--- src/rtl/bw_pkg.sv ---
package bw_pkg;
  typedef enum logic [0:0] {
    XF_IDLE = 1'b0,
    XF_BUSY = 1'b1
  } xfer_state_e;
endpackage

--- src/rtl/bw_addr_bank.sv ---
module bw_addr_bank #(
  parameter int DATA_W     = 8,
  parameter int ADDR_BYTES = 4,
  parameter int OFF_W      = 3,
  localparam int AW        = DATA_W * ADDR_BYTES
) (
  input  logic              clk,
  input  logic              rst_n,
  input  logic              wr_en,
  input  logic [OFF_W-1:0]  wr_off,
  input  logic [DATA_W-1:0] wr_byte,
  output logic [AW-1:0]     addr_q
);
  // one byte lane per address register, little-endian placement
  for (genvar g = 0; g < ADDR_BYTES; g++) begin : g_lane
    logic              lane_en;
    logic [DATA_W-1:0] lane_d;
    logic [DATA_W-1:0] lane_q;

    always_comb begin
      lane_en = wr_en && (wr_off == OFF_W'(g));
      lane_d  = lane_en ? wr_byte : lane_q;
    end

    always_ff @(posedge clk or negedge rst_n) begin
      if (!rst_n) lane_q <= '0;
      else        lane_q <= lane_d;
    end

    assign addr_q[g*DATA_W +: DATA_W] = lane_q;
  end
endmodule

--- src/rtl/bw_xfer_fsm.sv ---
module bw_xfer_fsm #(
  parameter int DATA_W = 8,
  parameter int AW     = 32
) (
  input  logic              clk,
  input  logic              rst_n,
  input  logic              start,
  input  logic              start_we,
  input  logic [DATA_W-1:0] start_byte,
  input  logic [AW-1:0]     addr_in,
  output logic              busy,
  output logic              rd_done,
  output logic              mem_req,
  output logic              mem_we,
  output logic [AW-1:0]     mem_addr,
  output logic [DATA_W-1:0] mem_wdata,
  input  logic              mem_rdy
);
  import bw_pkg::*;

  xfer_state_e       st_q, st_d;
  logic              we_q, we_d;
  logic [DATA_W-1:0] wb_q, wb_d;
  logic              hsk;

  always_comb begin
    hsk  = (st_q == XF_BUSY) && mem_rdy;
    st_d = st_q;
    we_d = we_q;
    wb_d = wb_q;
    case (st_q)
      XF_IDLE: if (start) begin
        st_d = XF_BUSY;
        we_d = start_we;
        wb_d = start_byte;
      end
      XF_BUSY: if (mem_rdy) st_d = XF_IDLE;
      default: st_d = XF_IDLE;
    endcase
  end

  always_ff @(posedge clk or negedge rst_n) begin
    if (!rst_n) begin
      st_q <= XF_IDLE;
      we_q <= 1'b0;
      wb_q <= '0;
    end else begin
      st_q <= st_d;
      we_q <= we_d;
      wb_q <= wb_d;
    end
  end

  assign busy      = (st_q == XF_BUSY);
  assign mem_req   = busy;
  assign mem_we    = we_q;
  assign mem_wdata = wb_q;
  assign mem_addr  = addr_in;
  assign rd_done   = hsk && !we_q;


  req_hold_chk: assert property (@(posedge clk) disable iff (!rst_n)
    mem_req && !mem_rdy |=> mem_req && $stable(mem_addr) && $stable(mem_we) && $stable(mem_wdata));

  req_drop_chk: assert property (@(posedge clk) disable iff (!rst_n)
    mem_req && mem_rdy |=> !mem_req);
endmodule

--- src/rtl/bw_read_mux.sv ---
module bw_read_mux #(
  parameter int DATA_W     = 8,
  parameter int ADDR_BYTES = 4,
  parameter int OFF_W      = 3,
  localparam int AW        = DATA_W * ADDR_BYTES
) (
  input  logic              clk,
  input  logic              rst_n,
  input  logic              reg_rd,
  input  logic [OFF_W-1:0]  rd_off,
  input  logic [AW-1:0]     addr_q,
  input  logic              mem_done,
  input  logic [DATA_W-1:0] mem_byte,
  output logic [DATA_W-1:0] rdata
);
  logic [DATA_W-1:0] sel_byte;
  logic [DATA_W-1:0] rd_d, rd_q;
  logic              rd_en;

  always_comb begin
    sel_byte = '0;
    for (int i = 0; i < ADDR_BYTES; i++) begin
      if (rd_off == OFF_W'(i)) sel_byte = addr_q[i*DATA_W +: DATA_W];
    end
  end

  always_comb begin
    rd_en = mem_done || reg_rd;
    rd_d  = rd_q;
    if (mem_done)    rd_d = mem_byte;
    else if (reg_rd) rd_d = sel_byte;
  end

  always_ff @(posedge clk or negedge rst_n) begin
    if (!rst_n)     rd_q <= '0;
    else if (rd_en) rd_q <= rd_d;
  end

  assign rdata = rd_q;
endmodule

--- src/rtl/byte_window_bridge.sv ---
module byte_window_bridge #(
  parameter int DATA_W     = 8,
  parameter int ADDR_BYTES = 4,
  parameter int OFF_W      = 3,
  localparam int AW        = DATA_W * ADDR_BYTES
) (
  input  logic              clk,
  input  logic              rst_n,
  input  logic [OFF_W-1:0]  hst_off,
  input  logic              hst_wr,
  input  logic              hst_rd,
  input  logic [DATA_W-1:0] hst_wdata,
  output logic [DATA_W-1:0] hst_rdata,
  output logic              hst_wait,
  output logic              mem_req,
  output logic              mem_we,
  output logic [AW-1:0]     mem_addr,
  output logic [DATA_W-1:0] mem_wdata,
  input  logic [DATA_W-1:0] mem_rdata,
  input  logic              mem_rdy
);
  localparam logic [OFF_W-1:0] DATA_OFF = OFF_W'(ADDR_BYTES);

  logic          busy, rd_done;
  logic          accept, is_data, reg_wr, reg_rd, start;
  logic [AW-1:0] addr_q;

  always_comb begin
    accept  = (hst_wr || hst_rd) && !busy;
    is_data = (hst_off == DATA_OFF);
    reg_wr  = accept && hst_wr && (hst_off < DATA_OFF);
    reg_rd  = accept && !hst_wr && hst_rd && !is_data;
    start   = accept && is_data;
  end

  bw_addr_bank #(.DATA_W(DATA_W), .ADDR_BYTES(ADDR_BYTES), .OFF_W(OFF_W)) u_bank (
    .clk(clk), .rst_n(rst_n), .wr_en(reg_wr), .wr_off(hst_off),
    .wr_byte(hst_wdata), .addr_q(addr_q)
  );

  bw_xfer_fsm #(.DATA_W(DATA_W), .AW(AW)) u_xfer (
    .clk(clk), .rst_n(rst_n), .start(start), .start_we(hst_wr),
    .start_byte(hst_wdata), .addr_in(addr_q), .busy(busy), .rd_done(rd_done),
    .mem_req(mem_req), .mem_we(mem_we), .mem_addr(mem_addr),
    .mem_wdata(mem_wdata), .mem_rdy(mem_rdy)
  );

  bw_read_mux #(.DATA_W(DATA_W), .ADDR_BYTES(ADDR_BYTES), .OFF_W(OFF_W)) u_rmux (
    .clk(clk), .rst_n(rst_n), .reg_rd(reg_rd), .rd_off(hst_off),
    .addr_q(addr_q), .mem_done(rd_done), .mem_byte(mem_rdata), .rdata(hst_rdata)
  );

  assign hst_wait = busy;


  rd_return_chk: assert property (@(posedge clk) disable iff (!rst_n)
    mem_req && mem_rdy && !mem_we |=> hst_rdata == $past(mem_rdata));

  wait_rise_chk: assert property (@(posedge clk) disable iff (!rst_n)
    (hst_wr || hst_rd) && !hst_wait && hst_off == DATA_OFF |=> hst_wait && mem_req);

  hi_off_chk: assert property (@(posedge clk) disable iff (!rst_n)
    hst_wr && !hst_wait && hst_off > DATA_OFF |=> $stable(mem_addr) && !mem_req);

  busy_wr_ignore_chk: assert property (@(posedge clk) disable iff (!rst_n)
    hst_wait && hst_wr |=> $stable(mem_addr));
endmodule

--- config.mk ---
export PLATFORM = sky130hd
export DESIGN_NAME = byte_window_bridge
export DESIGN_NICKNAME = d
export VERILOG_FILES = /design/src/rtl/bw_pkg.sv /design/src/rtl/bw_addr_bank.sv /design/src/rtl/bw_xfer_fsm.sv /design/src/rtl/bw_read_mux.sv /design/src/rtl/byte_window_bridge.sv
export SDC_FILE = /design/constraint.sdc
export NUM_CORES = 1
export LEC_CHECK = 0
export ABC_AREA = 1
export BUFFER_PORTS_ARGS = -buffer_cell sky130_fd_sc_hd__buf_2
export CAP_MARGIN = 10
export CORE_MARGIN = 10
export CORE_UTILIZATION = 49
export CTS_CLUSTER_DIAMETER = 60
export DETAILED_ROUTE_END_ITERATION = 10
export GPL_ROUTABILITY_DRIVEN = 0
export HOLD_SLACK_MARGIN = 0.15
export PLACE_DENSITY = 0.76
export SETUP_SLACK_MARGIN = 0.2
export SLEW_MARGIN = 20
export SYNTH_ARGS = -nofsm -noshare
export SYNTH_HDL_FRONTEND = slang
export SYNTH_HIERARCHICAL = 1
export SYNTH_SLANG_ARGS = --single-unit
--- constraint.sdc ---
create_clock -name clk -period 3.9 [get_ports clk]
set_input_delay 0 -clock clk [delete_from_list [all_inputs] [get_ports clk]]
set_output_delay 0 -clock clk [all_outputs]
set_load 0.02 [all_outputs]
==> impl_metrics.toml <==
[logic_synthesis]
synth.distinct_cells = 21
synth_top_area_cell = "dfrtp_1"
syn_area_um2 = 2740
synth_top_cell_area_share_pct = 45.7
yosysWarnings = 6
ys_ff_latch = 50
syn_avg_cell_area_um2 = 8.14
netlist_instances = 336
synth_nets = 360
synth.area.top_cells = "dfrtp_1 (46%), nand2_1 (16%), buf_4 (10%)"
synth_seq_area_share_pct = 45.7

[placed_design]
place_area_um2 = 2860
port_buffers = 74
dp_hpwl_um = 5330

[timing]
whs_ns = 0.227
setup_violations = 0
min_period_ns = 1.74
fin_skew_ns = 0.00489
finalSetupTns_ns = 0
drv_slew = 0
fmax_ghz = 0.573
worst_pin_slew_ns = 0.736
slew_headroom_pct = 50.8
finalHoldViolCount = 0
rsz0062_at_grt = "no"
final.period_utilization_pct = 44.7

[floorplan]
placementRows = 27
ios = 75
die_width_um = 94.7
fp.coreArea_um2 = 5470
chipHeight_um = 94.7
dieArea_um2 = 8970
start_util_pct = 50.0

[drt]
first_iter_violations = 180
postRouteAntennaNets = 0
wl_um = 7560
wl_per_cell_um = 16.2
drcViolationCount = 0
num_vias = 2411
dr.pass1.iters = 4
vias_per_cell = 5.16

[pwr]
p_int_mw = 0.933
power.density_nw_per_um2 = 493
clkPwrFrac_pct = 20.5
p_sw_share_pct = 39.8
power_frac_comb_pct = 32.9
p_leak_nw = 1.76
vdd_drop_max_mv = 0.242
power_switching_mw = 0.618
power_frac_seq_pct = 46.6

[grt]
grt_max_degree = 51
grt_pass1_vias = 2480
grt_pass1_wl_um = 12400
antenna_found_initial = 0
grt.overflow.total = 0
grt_usage_pct = 17.7

[critical_path]
endpoint_kind = "flip-flop"
startpoint_type = "flip-flop"
cp_slowest_cell = "nor2_1"
slowest_delay_ns = 0.56
r2r_slack_ns = 2.16
crit_arrival_ns = 1.96
worstSetupPathType = "reg -> reg"
worst-endpoint-required_ns = 4.11
path_max_fanout = 9
critPathMostFrequentCell = "nand2_1"
path_cells = "nand2_1 > nor2_1 > inv_2 > nand2_1 > nor2_1 > nand2_1 > nand2_1"

[finish]
design_area_um2 = 3150
syn_to_final_growth_pct = 15.1
final_util_pct = 57.5
fin_nets = 418
drive_gt1_share_pct = 26.6
antenna_cells = 0

[min_path]
holdCritPathClass = "in -> reg"

[clock_network]
cts-root-buf = "clkbuf_8"
clock-sinks = 50
path_clk_slew_ns = 0.10
cts_buffers = 5
insertion_delay_ns = 0.31
clockBufferDepth = 2
cts_tree = "yes"
cts-htree-levels = 2

[status]
run_status = "complete, no violations"

[run]
cap_violations = 0
==> kinds of logic after synthesis <==
logic type             count (synthesis)  share of synthesized area [%]
AO/OA/AOI/OAI                         10                           2.47
AND/OR/NAND/NOR                      218                           37.2
flip-flops                            50                           45.7
buffers and inverters                 58                           14.5
==> layer usage <==
layer	track usage, %	part of all wire (%)	vias to the layer above
li1	-	-	1191
met1	20.8	41	1108
met4	8.10	2.7	0
met2	28.5	47	94
met5	0	0	-
met3	6.34	9.4	18
==> synth_stat cells <==
library cell / number
nor2_8: 1
buf_6: 5
nor2_1: 18
a22oi_1: 7
nand3_1: 41
buf_2: 1
nand2_1: 119
nand2_2: 2
inv_4: 1
nor3_1: 1
nor2_2: 6
nand4_1: 22
buf_4: 37
o21ai_0: 1
inv_1: 9
inv_2: 5
nand2_4: 3
dfrtp_1: 50
o21ai_1: 2
nand3b_1: 1
nor2_4: 4
==> cell usage in the layout, fill, tap and decap left out <==
| cell | Yosys | final |
|---|---|---|
| inv_1 | 9 | 9 |
| nand2_1 | 119 | 119 |
| nand2_4 | 3 | 3 |
| nand3b_1 | 1 | 1 |
| clkinv_4 | 0 | 1 |
| inv_6 | 0 | 1 |
| nor2_2 | 6 | 6 |
| nor3_1 | 1 | 1 |
| a22oi_1 | 7 | 7 |
| o21ai_1 | 2 | 2 |
| nor2_4 | 4 | 4 |
| nand4_1 | 22 | 22 |
| nand3_1 | 41 | 41 |
| o21ai_0 | 1 | 1 |
| inv_2 | 5 | 5 |
| clkbuf_8 | 0 | 5 |
| clkinvlp_4 | 0 | 1 |
| buf_2 | 1 | 74 |
| dlygate4sd3_1 | 0 | 19 |
| buf_4 | 37 | 1 |
| dfrtp_1 | 50 | 50 |
| inv_4 | 1 | 1 |
| nor2_8 | 1 | 1 |
| nor2_1 | 18 | 18 |
| nand2_2 | 2 | 2 |
==> flip-flops by register name, summed over array words and instances (netlist names) <==
| signal | cells |
|---|---|
| u_xfer/mem_wdata | 8 |
| u_xfer/busy | 1 |
| u_rmux/rdata | 8 |
| u_bank/g_lane.lane_q | 32 |
| u_xfer/mem_we | 1 |
==> worst max-delay path: cells and delay by family (launching register included) <==
kind | cells | cell delay, ns
buf+inv | 1 | 0.09
flops | 1 | 0.44
simple gates | 6 | 1.11
==> power by group through the flow <==
stage / clock (mW) / sequential, mW / combinational [mW]
after detailed placement: 0 / 0.731 / 0.503
after global routing: 0.356 / 0.739 / 0.563
after global placement: 0 / 0.732 / 0.493
after floorplan: 0 / 0.765 / 0.367
after CTS: 0.324 / 0.722 / 0.518
final: 0.318 / 0.722 / 0.510
==> what timing repair did <==
action / 4_1_cts / 5_1_grt
gates resized for setup: 0 / 0
buffers inserted: 0 / 0
hold buffers: 19 / 0
endpoints found under the hold margin: 100 / 0
==> final cells by class <==
type                            count  area [µm²]
Multi-Input combinational cell    228        1090
Fill cell                         522        2320
Timing Repair Buffer               94         568
Tap cell                           72        90.1
Inverter                           15        58.8
Clock buffer                        5        68.8
Clock inverter                      3        25.0
Sequential cell                    50        1250
==> final timing paths <==
| path | start | end | cells after the start |
|---|---|---|---|
| setup / recovery | u_xfer/busy | u_rmux/rdata[4] | 7 |
| hold / removal | hst_off[2] | u_bank/g_lane[0].lane_q[4] | 4 |
| setup reg to reg | u_xfer/busy | u_rmux/rdata[4] | 7 |
| hold reg to reg | u_xfer/mem_wdata[0] | u_xfer/mem_wdata[0] | 2 |
| max in group asynchronous | rst_n | u_rmux/rdata[7] | 3 |
| min in group asynchronous | rst_n | u_bank/g_lane[1].lane_q[5] | 3 |
==> per-stage QoR <==
stage	instances	total power, mW	worst slack [ns]
after floorplan	336	1.13	2.49
after global placement	440	1.22	2.25
after detailed placement	440	1.23	2.21
after CTS	467	1.56	2.20
after global routing	467	1.66	1.99
final	467	1.55	2.16
(Power assumes the default switching activity.)
